[config.mk]
export PLATFORM = sky130hd
export DESIGN_NAME = serial_rx_fe
export DESIGN_NICKNAME = d
export VERILOG_FILES = /design/src/rtl/serrx_pkg.sv /design/src/rtl/serrx_sampler.sv /design/src/rtl/serrx_frame_fsm.sv /design/src/rtl/serrx_ctrl_regs.sv /design/src/rtl/serial_rx_fe.sv
export SDC_FILE = /design/constraint.sdc
export NUM_CORES = 1
export LEC_CHECK = 0
export BUFFER_PORTS_ARGS = -buffer_cell sky130_fd_sc_hd__clkbuf_2
export CORE_ASPECT_RATIO = 0.8
export CORE_MARGIN = 1
export CORE_UTILIZATION = 56
export DETAILED_ROUTE_END_ITERATION = 7
export GPL_TIMING_DRIVEN = 0
export HOLD_SLACK_MARGIN = 0.15
export PLACE_DENSITY = 0.81
export SLEW_MARGIN = 0
export SYNTH_ARGS = -nofsm -noshare
export SYNTH_HDL_FRONTEND = slang
export SYNTH_SLANG_ARGS = --single-unit
[constraint.sdc]
create_clock -name clk -period 2.4 [get_ports clk]
set_clock_uncertainty 0.15 [all_clocks]
set_input_delay 0.36 -clock clk [delete_from_list [all_inputs] [get_ports clk]]
set_output_delay 0.36 -clock clk [all_outputs]
set_load 0.01 [all_outputs]
[src/rtl/serrx_pkg.sv]
// Shared types and control-register layout for the serial receiver.
// Assumes an 8-bit control register whose bit order is fixed by software.
package serrx_pkg;

    typedef enum logic [1:0] {
        RX_IDLE  = 2'd0,
        RX_START = 2'd1,
        RX_DATA  = 2'd2,
        RX_STOP  = 2'd3
    } rx_state_e;

    // Control register, MSB first; field order is the software-visible layout.
    typedef struct packed {
        logic top;       // upper mode bit (or framing error via view)
        logic mode_lo;
        logic mp_en;
        logic rx_en;
        logic tx_b9;
        logic rx_b9;
        logic tx_done;
        logic rx_done;
    } ctrl_s;

    localparam int CTRL_W = 8;

endpackage

[src/rtl/serrx_sampler.sv]
// Oversampling bit timer. Counts enabled ticks within a bit, captures two
// samples before the decision tick and votes with the third.
// Assumes arm and run are never high together (arm only while idle).
module serrx_sampler #(
    parameter int OVS = 16,
    parameter int MID = 8
) (
    input  logic clk,
    input  logic rst_n,
    input  logic tick,
    input  logic arm,
    input  logic run,
    input  logic rxd_s,
    output logic decide,
    output logic bit_val,
    output logic bit_end
);
    localparam int CW = $clog2(OVS);

    logic [CW-1:0] cnt;
    logic          smp_a;
    logic          smp_b;

    // Tick counter: the arming tick is sample 0, so the count restarts at 1.
    always_ff @(posedge clk) begin
        if (!rst_n)
            cnt <= '0;
        else if (arm)
            cnt <= CW'(1);
        else if (run && tick)
            cnt <= (cnt == CW'(OVS - 1)) ? '0 : cnt + 1'b1;
    end

    // Capture the two samples ahead of the decision tick.
    always_ff @(posedge clk) begin
        if (!rst_n) begin
            smp_a <= 1'b1;
            smp_b <= 1'b1;
        end else if (run && tick) begin
            if (cnt == CW'(MID - 1)) smp_a <= rxd_s;
            if (cnt == CW'(MID))     smp_b <= rxd_s;
        end
    end

    // Majority vote and bit-phase strobes.
    assign bit_val = (smp_a & smp_b) | (smp_a & rxd_s) | (smp_b & rxd_s);
    assign decide  = run && tick && (cnt == CW'(MID + 1));
    assign bit_end = run && tick && (cnt == CW'(OVS - 1));

endmodule

[src/rtl/serrx_frame_fsm.sv]
// Frame sequencer: detects the start edge, walks start, data and stop bits,
// and issues acceptance and framing-error events.
// Assumes the sampler supplies one decide and one bit_end strobe per bit.
module serrx_frame_fsm
    import serrx_pkg::*;
#(
    parameter int DATA_W = 8
) (
    input  logic              clk,
    input  logic              rst_n,
    input  logic              tick,
    input  logic              rxd_s,
    input  logic [1:0]        mode,
    input  logic              rx_en,
    input  logic              mp_en,
    input  logic              fe_view,
    input  logic              decide,
    input  logic              bit_val,
    input  logic              bit_end,
    output logic              arm,
    output logic              run,
    output logic              acc,
    output logic [DATA_W-1:0] acc_data,
    output logic              acc_b9,
    output logic              acc_b9_we,
    output logic              fe_set
);
    localparam int IW = $clog2(DATA_W + 2);

    rx_state_e       st;
    logic [IW-1:0]   idx;
    logic [IW-1:0]   last_idx;
    logic [DATA_W:0] shreg;
    logic            rxd_prev;
    logic            nine;
    logic            dec_ninth;
    logic            dec_stop;
    logic            at_point;
    logic            b9_now;

    assign nine     = mode[1];
    assign last_idx = nine ? IW'(DATA_W) : IW'(DATA_W - 1);
    assign run      = (st != RX_IDLE);
    assign arm      = (st == RX_IDLE) && tick && rxd_prev && !rxd_s
                      && rx_en && (mode != 2'b00);

    // Line history for falling-edge detection, updated on enabled ticks.
    always_ff @(posedge clk) begin
        if (!rst_n)
            rxd_prev <= 1'b1;
        else if (tick)
            rxd_prev <= rxd_s;
    end

    // Frame state and bit index.
    always_ff @(posedge clk) begin
        if (!rst_n) begin
            st  <= RX_IDLE;
            idx <= '0;
        end else begin
            case (st)
                RX_IDLE: begin
                    if (arm) begin
                        st  <= RX_START;
                        idx <= '0;
                    end
                end
                RX_START: begin
                    if (decide && bit_val)
                        st <= RX_IDLE;
                    else if (bit_end)
                        st <= RX_DATA;
                end
                RX_DATA: begin
                    if (bit_end) begin
                        if (idx == last_idx)
                            st <= RX_STOP;
                        else
                            idx <= idx + 1'b1;
                    end
                end
                RX_STOP: begin
                    if (decide)
                        st <= RX_IDLE;
                end
                default: st <= RX_IDLE;
            endcase
        end
    end

    // Data bits land at their own index, least significant first.
    always_ff @(posedge clk) begin
        if (!rst_n)
            shreg <= '0;
        else if ((st == RX_DATA) && decide)
            shreg[idx] <= bit_val;
    end

    // Acceptance point, address filter and stop check.
    assign dec_ninth = (st == RX_DATA) && decide && nine && (idx == IW'(DATA_W));
    assign dec_stop  = (st == RX_STOP) && decide;
    assign b9_now    = (st == RX_DATA) ? bit_val : shreg[DATA_W];
    assign at_point  = (nine && !fe_view) ? dec_ninth : dec_stop;
    assign acc       = at_point && !(nine && mp_en && !b9_now);
    assign acc_data  = shreg[DATA_W-1:0];
    assign acc_b9    = b9_now;
    assign acc_b9_we = acc && nine;
    assign fe_set    = dec_stop && !bit_val;

endmodule

[src/rtl/serrx_ctrl_regs.sv]
// Control register, view bit, framing-error flag and receive buffer.
// Hardware set events take priority over software writes in the same cycle.
module serrx_ctrl_regs
    import serrx_pkg::*;
#(
    parameter int DATA_W = 8
) (
    input  logic              clk,
    input  logic              rst_n,
    input  logic              ctrl_we,
    input  logic [CTRL_W-1:0] ctrl_wdata,
    input  logic              opt_we,
    input  logic              opt_wdata,
    input  logic              hw_acc,
    input  logic [DATA_W-1:0] hw_data,
    input  logic              hw_b9_we,
    input  logic              hw_b9,
    input  logic              hw_fe,
    output logic [1:0]        mode,
    output logic              mp_en,
    output logic              rx_en,
    output logic              view,
    output logic [CTRL_W-1:0] ctrl_rdata,
    output logic [DATA_W-1:0] rbuf
);
    ctrl_s             cr;
    ctrl_s             wr;
    logic              fe;
    logic [CTRL_W-1:0] cr_bits;

    assign wr      = ctrl_s'(ctrl_wdata);
    assign cr_bits = cr;

    // View-select bit.
    always_ff @(posedge clk) begin
        if (!rst_n)
            view <= 1'b0;
        else if (opt_we)
            view <= opt_wdata;
    end

    // Control fields; receive flag and ninth bit are overridden by hardware.
    always_ff @(posedge clk) begin
        if (!rst_n) begin
            cr <= '0;
        end else begin
            if (ctrl_we) begin
                cr.mode_lo <= wr.mode_lo;
                cr.mp_en   <= wr.mp_en;
                cr.rx_en   <= wr.rx_en;
                cr.tx_b9   <= wr.tx_b9;
                cr.rx_b9   <= wr.rx_b9;
                cr.tx_done <= wr.tx_done;
                cr.rx_done <= wr.rx_done;
                if (!view)
                    cr.top <= wr.top;
            end
            if (hw_b9_we)
                cr.rx_b9 <= hw_b9;
            if (hw_acc)
                cr.rx_done <= 1'b1;
        end
    end

    // Sticky framing-error flag, cleared only by a write through the view.
    always_ff @(posedge clk) begin
        if (!rst_n)
            fe <= 1'b0;
        else if (hw_fe)
            fe <= 1'b1;
        else if (ctrl_we && view)
            fe <= wr.top;
    end

    // Receive buffer, loaded only on acceptance.
    always_ff @(posedge clk) begin
        if (!rst_n)
            rbuf <= '0;
        else if (hw_acc)
            rbuf <= hw_data;
    end

    assign mode       = {cr.top, cr.mode_lo};
    assign mp_en      = cr.mp_en;
    assign rx_en      = cr.rx_en;
    assign ctrl_rdata = {view ? fe : cr_bits[7], cr_bits[6:0]};

endmodule

[src/rtl/serial_rx_fe.sv]
// Top of the serial receiver: line synchroniser, bit sampler, frame
// sequencer and register block. Assumes baud_tick is a single-cycle enable.
module serial_rx_fe
    import serrx_pkg::*;
#(
    parameter int DATA_W      = 8,
    parameter int OVS         = 16,
    parameter int MID         = 8,
    parameter int SYNC_STAGES = 2
) (
    input  logic              clk,
    input  logic              rst_n,
    input  logic              baud_tick,
    input  logic              rxd,
    input  logic              ctrl_we,
    input  logic [7:0]        ctrl_wdata,
    input  logic              opt_we,
    input  logic              opt_wdata,
    output logic [7:0]        ctrl_rdata,
    output logic              opt_rdata,
    output logic [DATA_W-1:0] rxbuf_rdata
);
    logic [SYNC_STAGES-1:0] sync;
    logic              rxd_s;
    logic              arm;
    logic              run;
    logic              decide;
    logic              bit_val;
    logic              bit_end;
    logic              acc;
    logic [DATA_W-1:0] acc_data;
    logic              acc_b9;
    logic              acc_b9_we;
    logic              fe_set;
    logic [1:0]        mode;
    logic              mp_en;
    logic              rx_en;
    logic              view;
    logic              mode_hi;

    // Bring the asynchronous line into the clock domain.
    always_ff @(posedge clk) begin
        if (!rst_n)
            sync <= '1;
        else
            sync <= {sync[SYNC_STAGES-2:0], rxd};
    end

    assign rxd_s     = sync[SYNC_STAGES-1];
    assign mode_hi   = mode[1];
    assign opt_rdata = view;

    serrx_sampler #(
        .OVS (OVS),
        .MID (MID)
    ) u_smp (
        .clk     (clk),
        .rst_n   (rst_n),
        .tick    (baud_tick),
        .arm     (arm),
        .run     (run),
        .rxd_s   (rxd_s),
        .decide  (decide),
        .bit_val (bit_val),
        .bit_end (bit_end)
    );

    serrx_frame_fsm #(
        .DATA_W (DATA_W)
    ) u_fsm (
        .clk       (clk),
        .rst_n     (rst_n),
        .tick      (baud_tick),
        .rxd_s     (rxd_s),
        .mode      (mode),
        .rx_en     (rx_en),
        .mp_en     (mp_en),
        .fe_view   (view),
        .decide    (decide),
        .bit_val   (bit_val),
        .bit_end   (bit_end),
        .arm       (arm),
        .run       (run),
        .acc       (acc),
        .acc_data  (acc_data),
        .acc_b9    (acc_b9),
        .acc_b9_we (acc_b9_we),
        .fe_set    (fe_set)
    );

    serrx_ctrl_regs #(
        .DATA_W (DATA_W)
    ) u_regs (
        .clk        (clk),
        .rst_n      (rst_n),
        .ctrl_we    (ctrl_we),
        .ctrl_wdata (ctrl_wdata),
        .opt_we     (opt_we),
        .opt_wdata  (opt_wdata),
        .hw_acc     (acc),
        .hw_data    (acc_data),
        .hw_b9_we   (acc_b9_we),
        .hw_b9      (acc_b9),
        .hw_fe      (fe_set),
        .mode       (mode),
        .mp_en      (mp_en),
        .rx_en      (rx_en),
        .view       (view),
        .ctrl_rdata (ctrl_rdata),
        .rbuf       (rxbuf_rdata)
    );

endmodule

### After elaboration in Yosys (flattened, before gate mapping)

Index checks and enable logic that the tools add are counted.

* bits in registers: 42
* input port bits: 15
* output and inout port bits: 17
* word-level logic and storage cells: 112

* add/subtract/negate cells: 2
* order comparisons: 2
* eq/ne operators: 15
* mux-type cells: 26
* bitwise gates (word level): 7
* reductions and logical operators: 40

Operators with widths (number)
* 1-bit logical AND: 21
* 4-bit two-way mux: 5
* 4-bit equality test (second input constant): 4
* 2-bit nonzero test: 7
* 2-bit two-way mux: 6
* 1-bit two-way mux: 10
* 9-bit bitwise mux: 1
* 4-bit by 1-bit adder with 4-bit output (second input constant): 2
* 2-bit one-hot mux with 4 select lines: 1
* 4-bit one-hot mux with 2 select lines: 1
* 2-bit inequality test (second input constant): 3
* 2-bit AND reduction: 3
* 1-bit logical NOT: 5
* 4-bit by 5-bit less-than comparator with 1-bit output (second input constant): 1
* 5-bit AND reduction: 1
* 1-bit demux with 4-bit select: 1
* 2-bit equality test (second input constant): 2
* 4-bit by 3-bit equality test with 1-bit output (second input constant): 1
* 4-bit equality test: 1
* 4-bit by 1-bit >= comparator with 1-bit output (second input constant): 1
* 2-bit by 1-bit inequality test with 1-bit output (second input constant): 2
* 4-bit AND reduction: 1
* 1-bit AND: 3
* 3-bit two-way mux: 1
* 6 further kinds: 8

### Logic depth before layout (Yosys ltp)

* depth after elaboration: 10
* mapped depth: 7

### By module

A second synthesis with hierarchy kept.

* cell total of the unflattened synthesis: 230
* area total of the unflattened synthesis: 2149.6 µm²

By module, submodules not included
* serrx_frame_fsm: times used 1, cells each 119, area an instance 997.2 µm²
* serrx_ctrl_regs: times used 1, cells each 66, area an instance 738.2 µm²
* serrx_sampler: times used 1, cells each 41, area an instance 361.6 µm²
* serial_rx_fe: times used 1, cells each 4, area an instance 52.6 µm²

### Least setup slack after synthesis

No wires, ideal clock.

* path type: reg2reg
* start point: reg u_smp.cnt[0]
* end point: reg u_fsm.idx[3]
* setup time: 0.070 ns
* arrival: 1.538 ns
* data required time: 2.180 ns
* path slack: 0.642 ns
* stages on the path, launching flop included: 6
* clock period less this slack: 1.758 ns
* cells stage by stage: dfxtp_1 > ha_1 > nand4_2 > or3_1 > or3_1 > a21oi_1

* cells in the longest elaborated chain, start to end: 4

Ends and longest elaborated chain
* start, declared: line serrx_sampler.sv:20 `logic [CW-1:0] cnt;`
* start signal, assigned: line serrx_sampler.sv:31 `cnt <= (cnt == CW'(OVS - 1)) ? '0 : cnt + 1'b1;`
* 4-bit equality test: line serrx_sampler.sv:48 `assign bit_end = run && tick && (cnt == CW'(OVS - 1));`
* 1-bit logical AND: line serrx_sampler.sv:48
* 2-bit inequality test (no line)
* 4-bit AND reduction (no line)
* end signal, assigned: line serrx_frame_fsm.sv:79 `idx <= idx + 1'b1;`
* end, declared: line serrx_frame_fsm.sv:31 `logic [IW-1:0] idx;`

Every way passes these cells.
A chain may end at the register's enable or synchronous reset.

### Worst setup path after layout

Ends and elaborated chain as after synthesis.

==> reports/qor.yml <==
timing:
  finalCritPeriodShare_pct: 82.01
  achievable-frequency_mhz: 508.1
  fin_setup_tns_ns: 0
  finalHoldViolations: 0
  hold-worst-slack_ns: 0.1500
  finalMaxSlewViolations: 0
  rsz0062_at_grt: "no"
  setup_viol: 0
  relSlewSlack_pct: 59.67
  fin_crit_ns: 1.968
  worst-slew-pin-transition_ns: 0.5986
floorplanning:
  core_region_area_um2: 3471
  initial_core_util_pct: 59.44
  io_pins: 32
  die_width_um: 69.87
  floorplan.die_area_um2: 3933
  floorplan.die.height_um: 56.29
  row_count: 19
setup_path:
  timing.rr.start: "u_smp.cnt[0]"
  cell_with_the_most_instances_on_the_worst_path: "or3_1"
  critical_path.max_stage_delay_ns: 0.43
  timing.setup.critical_path_class: "reg -> reg"
  worstRegToRegCells: 5
  path_cells: "ha_1 > nand4_2 > or3_1 > or3_1 > a21oi_1"
  cp-start-kind: "flop"
  reg2reg_slack_ns: 0.43
  cpMaxStageDelayCell: "dfxtp_1"
  worst_ep_required_time_ns: 2.47
  worst-path-max-fanout: 7
  critPathArrivalTime_ns: 2.04
  end_kind: "flop"
  crit-reg2reg-capture: "u_fsm.idx[3]"
power_and_ir_drop:
  power_per_cell_area_nw_per_um2: 517.9
  vdd_drop_max_mv: 0.4308
  comb_power_share_pct: 6.5
  switchingPower_mw: 0.2781
  cellInternalPower_mw: 0.9453
  swShare_pct: 22.73
  seqPwrFrac_pct: 58.7
  static_power_due_to_leakage_nw: 1.093
  clkPwrFrac_pct: 34.9
yosys:
  syn_area_um2: 2063
  yosys_warnings: 0
  postSynth.asyncResetShare_pct: 0
  synth_top_area_share_pct: 40.75
  postSynthRegisterBits: 42
  most_used_dff_post_synth: "dfxtp_1"
  netlist_top_cells_area: "dfxtp_1, mux2i_1, nand2_1"
  yosysTopAreaCell: "dfxtp_1"
  synth-seq-area-share_pct: 40.75
  synth_enable_flop_cells: 0
  post_synth.cell_area_avg_um2: 9.336
  yosys.cell_types.count: 48
  netlist_instances: 221
  synth.net_count: 243
drt:
  detailroute.wirelength.met3_um: 273
  detailedRoute.firstPassIterationCount: 4
  drt-met1-wl_um: 1884
  avgRoutedWirePerCell_um: 12.52
  highest-signal-layer: "met4"
  routed_wirelength_um: 3769
  drc_errors: 0
  first_iter_violations: 82
  met2RoutedLength_um: 1576
  detail-route-antenna-nets: 0
  detailroute.via_count: 1649
  vias_per_cell: 5.478
cts:
  cts_sinks: 42
  cts-htree-levels: 2
  root_driver: "clkbuf_8"
  clk_pin_slew_ns: 0.08
  cts-root-to-sink-buffers: 2
  tritoncts: "done"
  cts_inserted_buffers: 5
  clk-insertion-delay-late_ns: 0.29
  cts_resized: 0
  cts_setup_buffers: 0
min_path:
  holdPathStages: 3
  hold_startpoint: "ctrl_wdata[3]"
  hold_path_class: "in -> reg"
  worstHoldEndpoint: "u_regs.ctrl_rdata[3]"
job:
  max-cap-violations: 0
placement:
  place.gp.congestion: 0.8461
  place_hpwl_um: 2788
  port_buf_inserts: 28
global_routing:
  number_of_antenna_violations_at_the_first_check_in_global_routing: 0
  grtUsageTotal_pct: 20.43
  globalRoute.totalOverflow: 0
  grt_first_pass_wirelength_um: 6327
  via_count_of_the_first_global_routing_pass: 1435
  grt_max_degree: 12
layout:
  synthToLayoutAreaGrowth_pct: 14.49
  fraction_of_layout_instances_using_a_drive_strength_above_1_pct: 19.69
  finalNetCount: 281
  commonest_non_fill_non_tap_cell_in_the_layout: "dfxtp_1"
  count_of_inserted_antenna_diode_cells: 0
  n_fill_cell: 293
  most_frequent_cells_in_the_layout: "dfxtp_1, nand2_1, mux2i_1"
outcome:
  outcome: "complete, no violations"
power groups by stage:
stage	sequential, mW	combinational, mW	clock [mW]
final	0.718	0.0789	0.426
after global routing	0.720	0.0867	0.466
after CTS	0.718	0.0793	0.439
after detailed placement	0.734	0.0754	0
after global placement	0.734	0.0748	0
after floorplan	0.734	0.0461	0
metrics by stage:
| step | total power, mW | utilization (%) | area (um2) | cells | worst slack [ns] |
|---|---|---|---|---|---|
| finish | 1.223 | 68.06 | 2362 | 301 | 0.4318 |
| floorplan | 0.7802 | - | 2063 | 221 | 0.6420 |
| CTS | 1.236 | 68.06 | 2362 | 301 | 0.4426 |
| global route | 1.272 | 68.06 | 2362 | 301 | 0.2586 |
| detailed placement | 0.8095 | 65.00 | 2256 | 291 | 0.4621 |
| global placement | 0.8087 | 65.00 | 2256 | 291 | 0.4923 |
flip-flops by register name, summed over array words and instances, names as in the netlist, named ones only:
name and count:
u_regs.fe 1, sync 2, u_fsm.shreg 9, u_regs.mp_en 1
u_regs.rbuf 8, u_regs.mode 1, u_fsm.st 1, u_smp.smp_b 1
u_smp.smp_a 1, u_fsm.rxd_prev 1, u_regs.rx_en 1, u_fsm.idx 4
u_regs.view 1, u_regs.ctrl_rdata 5, u_smp.cnt 4
Yosys cell counts, drive strengths merged, types with 2 or more instances:
library cell,count
nand3,3
a21oi,11
clkbuf,6
or3,3
and4,2
nand4b,2
nor2b,2
o211ai,2
inv,9
and4b,2
o32ai,2
nand2b,4
mux2i,31
ha,7
nor4,2
or4,3
nor2,15
o21ai,7
dfxtp,42
nand2,35
buf,8
nor3,3
layer usage:
metal | up-vias | track usage [%]
li1 | 855 | -
met1 | 734 | 28.16
met2 | 53 | 30.49
met3 | 7 | 5.925
met4 | 0 | 7.429
met5 | - | 0
critical path: cells and delay by family, from the launching register on:
kind | cells | cell delay [ns]
AND/OR/NAND/NOR | 3 | 0.88
flip-flops | 1 | 0.43
adder cells (fa/ha/maj) | 1 | 0.29
AO/OA/AOI/OAI | 1 | 0.15
how the worst max path moves through the flow:
stage / startpoint / depth (start not counted) / end / slack [ns]
6_report: u_smp.cnt[0] / 5 / u_fsm.idx[3] / 0.43
3_5_place_dp: u_smp.cnt[0] / 5 / u_fsm.idx[3] / 0.46
3_3_place_gp: u_smp.cnt[0] / 5 / u_fsm.idx[3] / 0.49
2_1_floorplan: u_smp.cnt[0] / 5 / u_fsm.idx[3] / 0.64
4_1_cts: u_smp.cnt[0] / 5 / u_fsm.idx[3] / 0.44
5_1_grt: u_smp.cnt[0] / 5 / u_fsm.idx[3] / 0.26
layout make-up:
type / instances / area (um2) / share of cell area, %
Multi-Input combinational cell: 156 / 1107 / 46.87
Sequential cell: 42 / 840.8 / 35.59
Tap cell: 42 / 52.55 / 2.225
Inverter: 9 / 33.78 / 1.430
Clock buffer: 7 / 76.32 / 3.231
Timing Repair Buffer: 31 / 170.2 / 7.203
Buffer: 14 / 81.33 / 3.443
cells by family after synthesis:
logic type	after synthesis	synth area share [%]
flops	42	40.75
buf+inv	23	5.579
mux	32	15.77
xor+xnor	1	0.4246
simple gates	84	22.56
fa+ha+maj	8	4.791
compound gates	31	10.13
what timing repair did:
action,CTS,global route
hold buffers,3,0
setup endpoints to repair,0,0
endpoints found under the hold margin,3,0
Note: power is estimated with default switching activity, not from simulation.
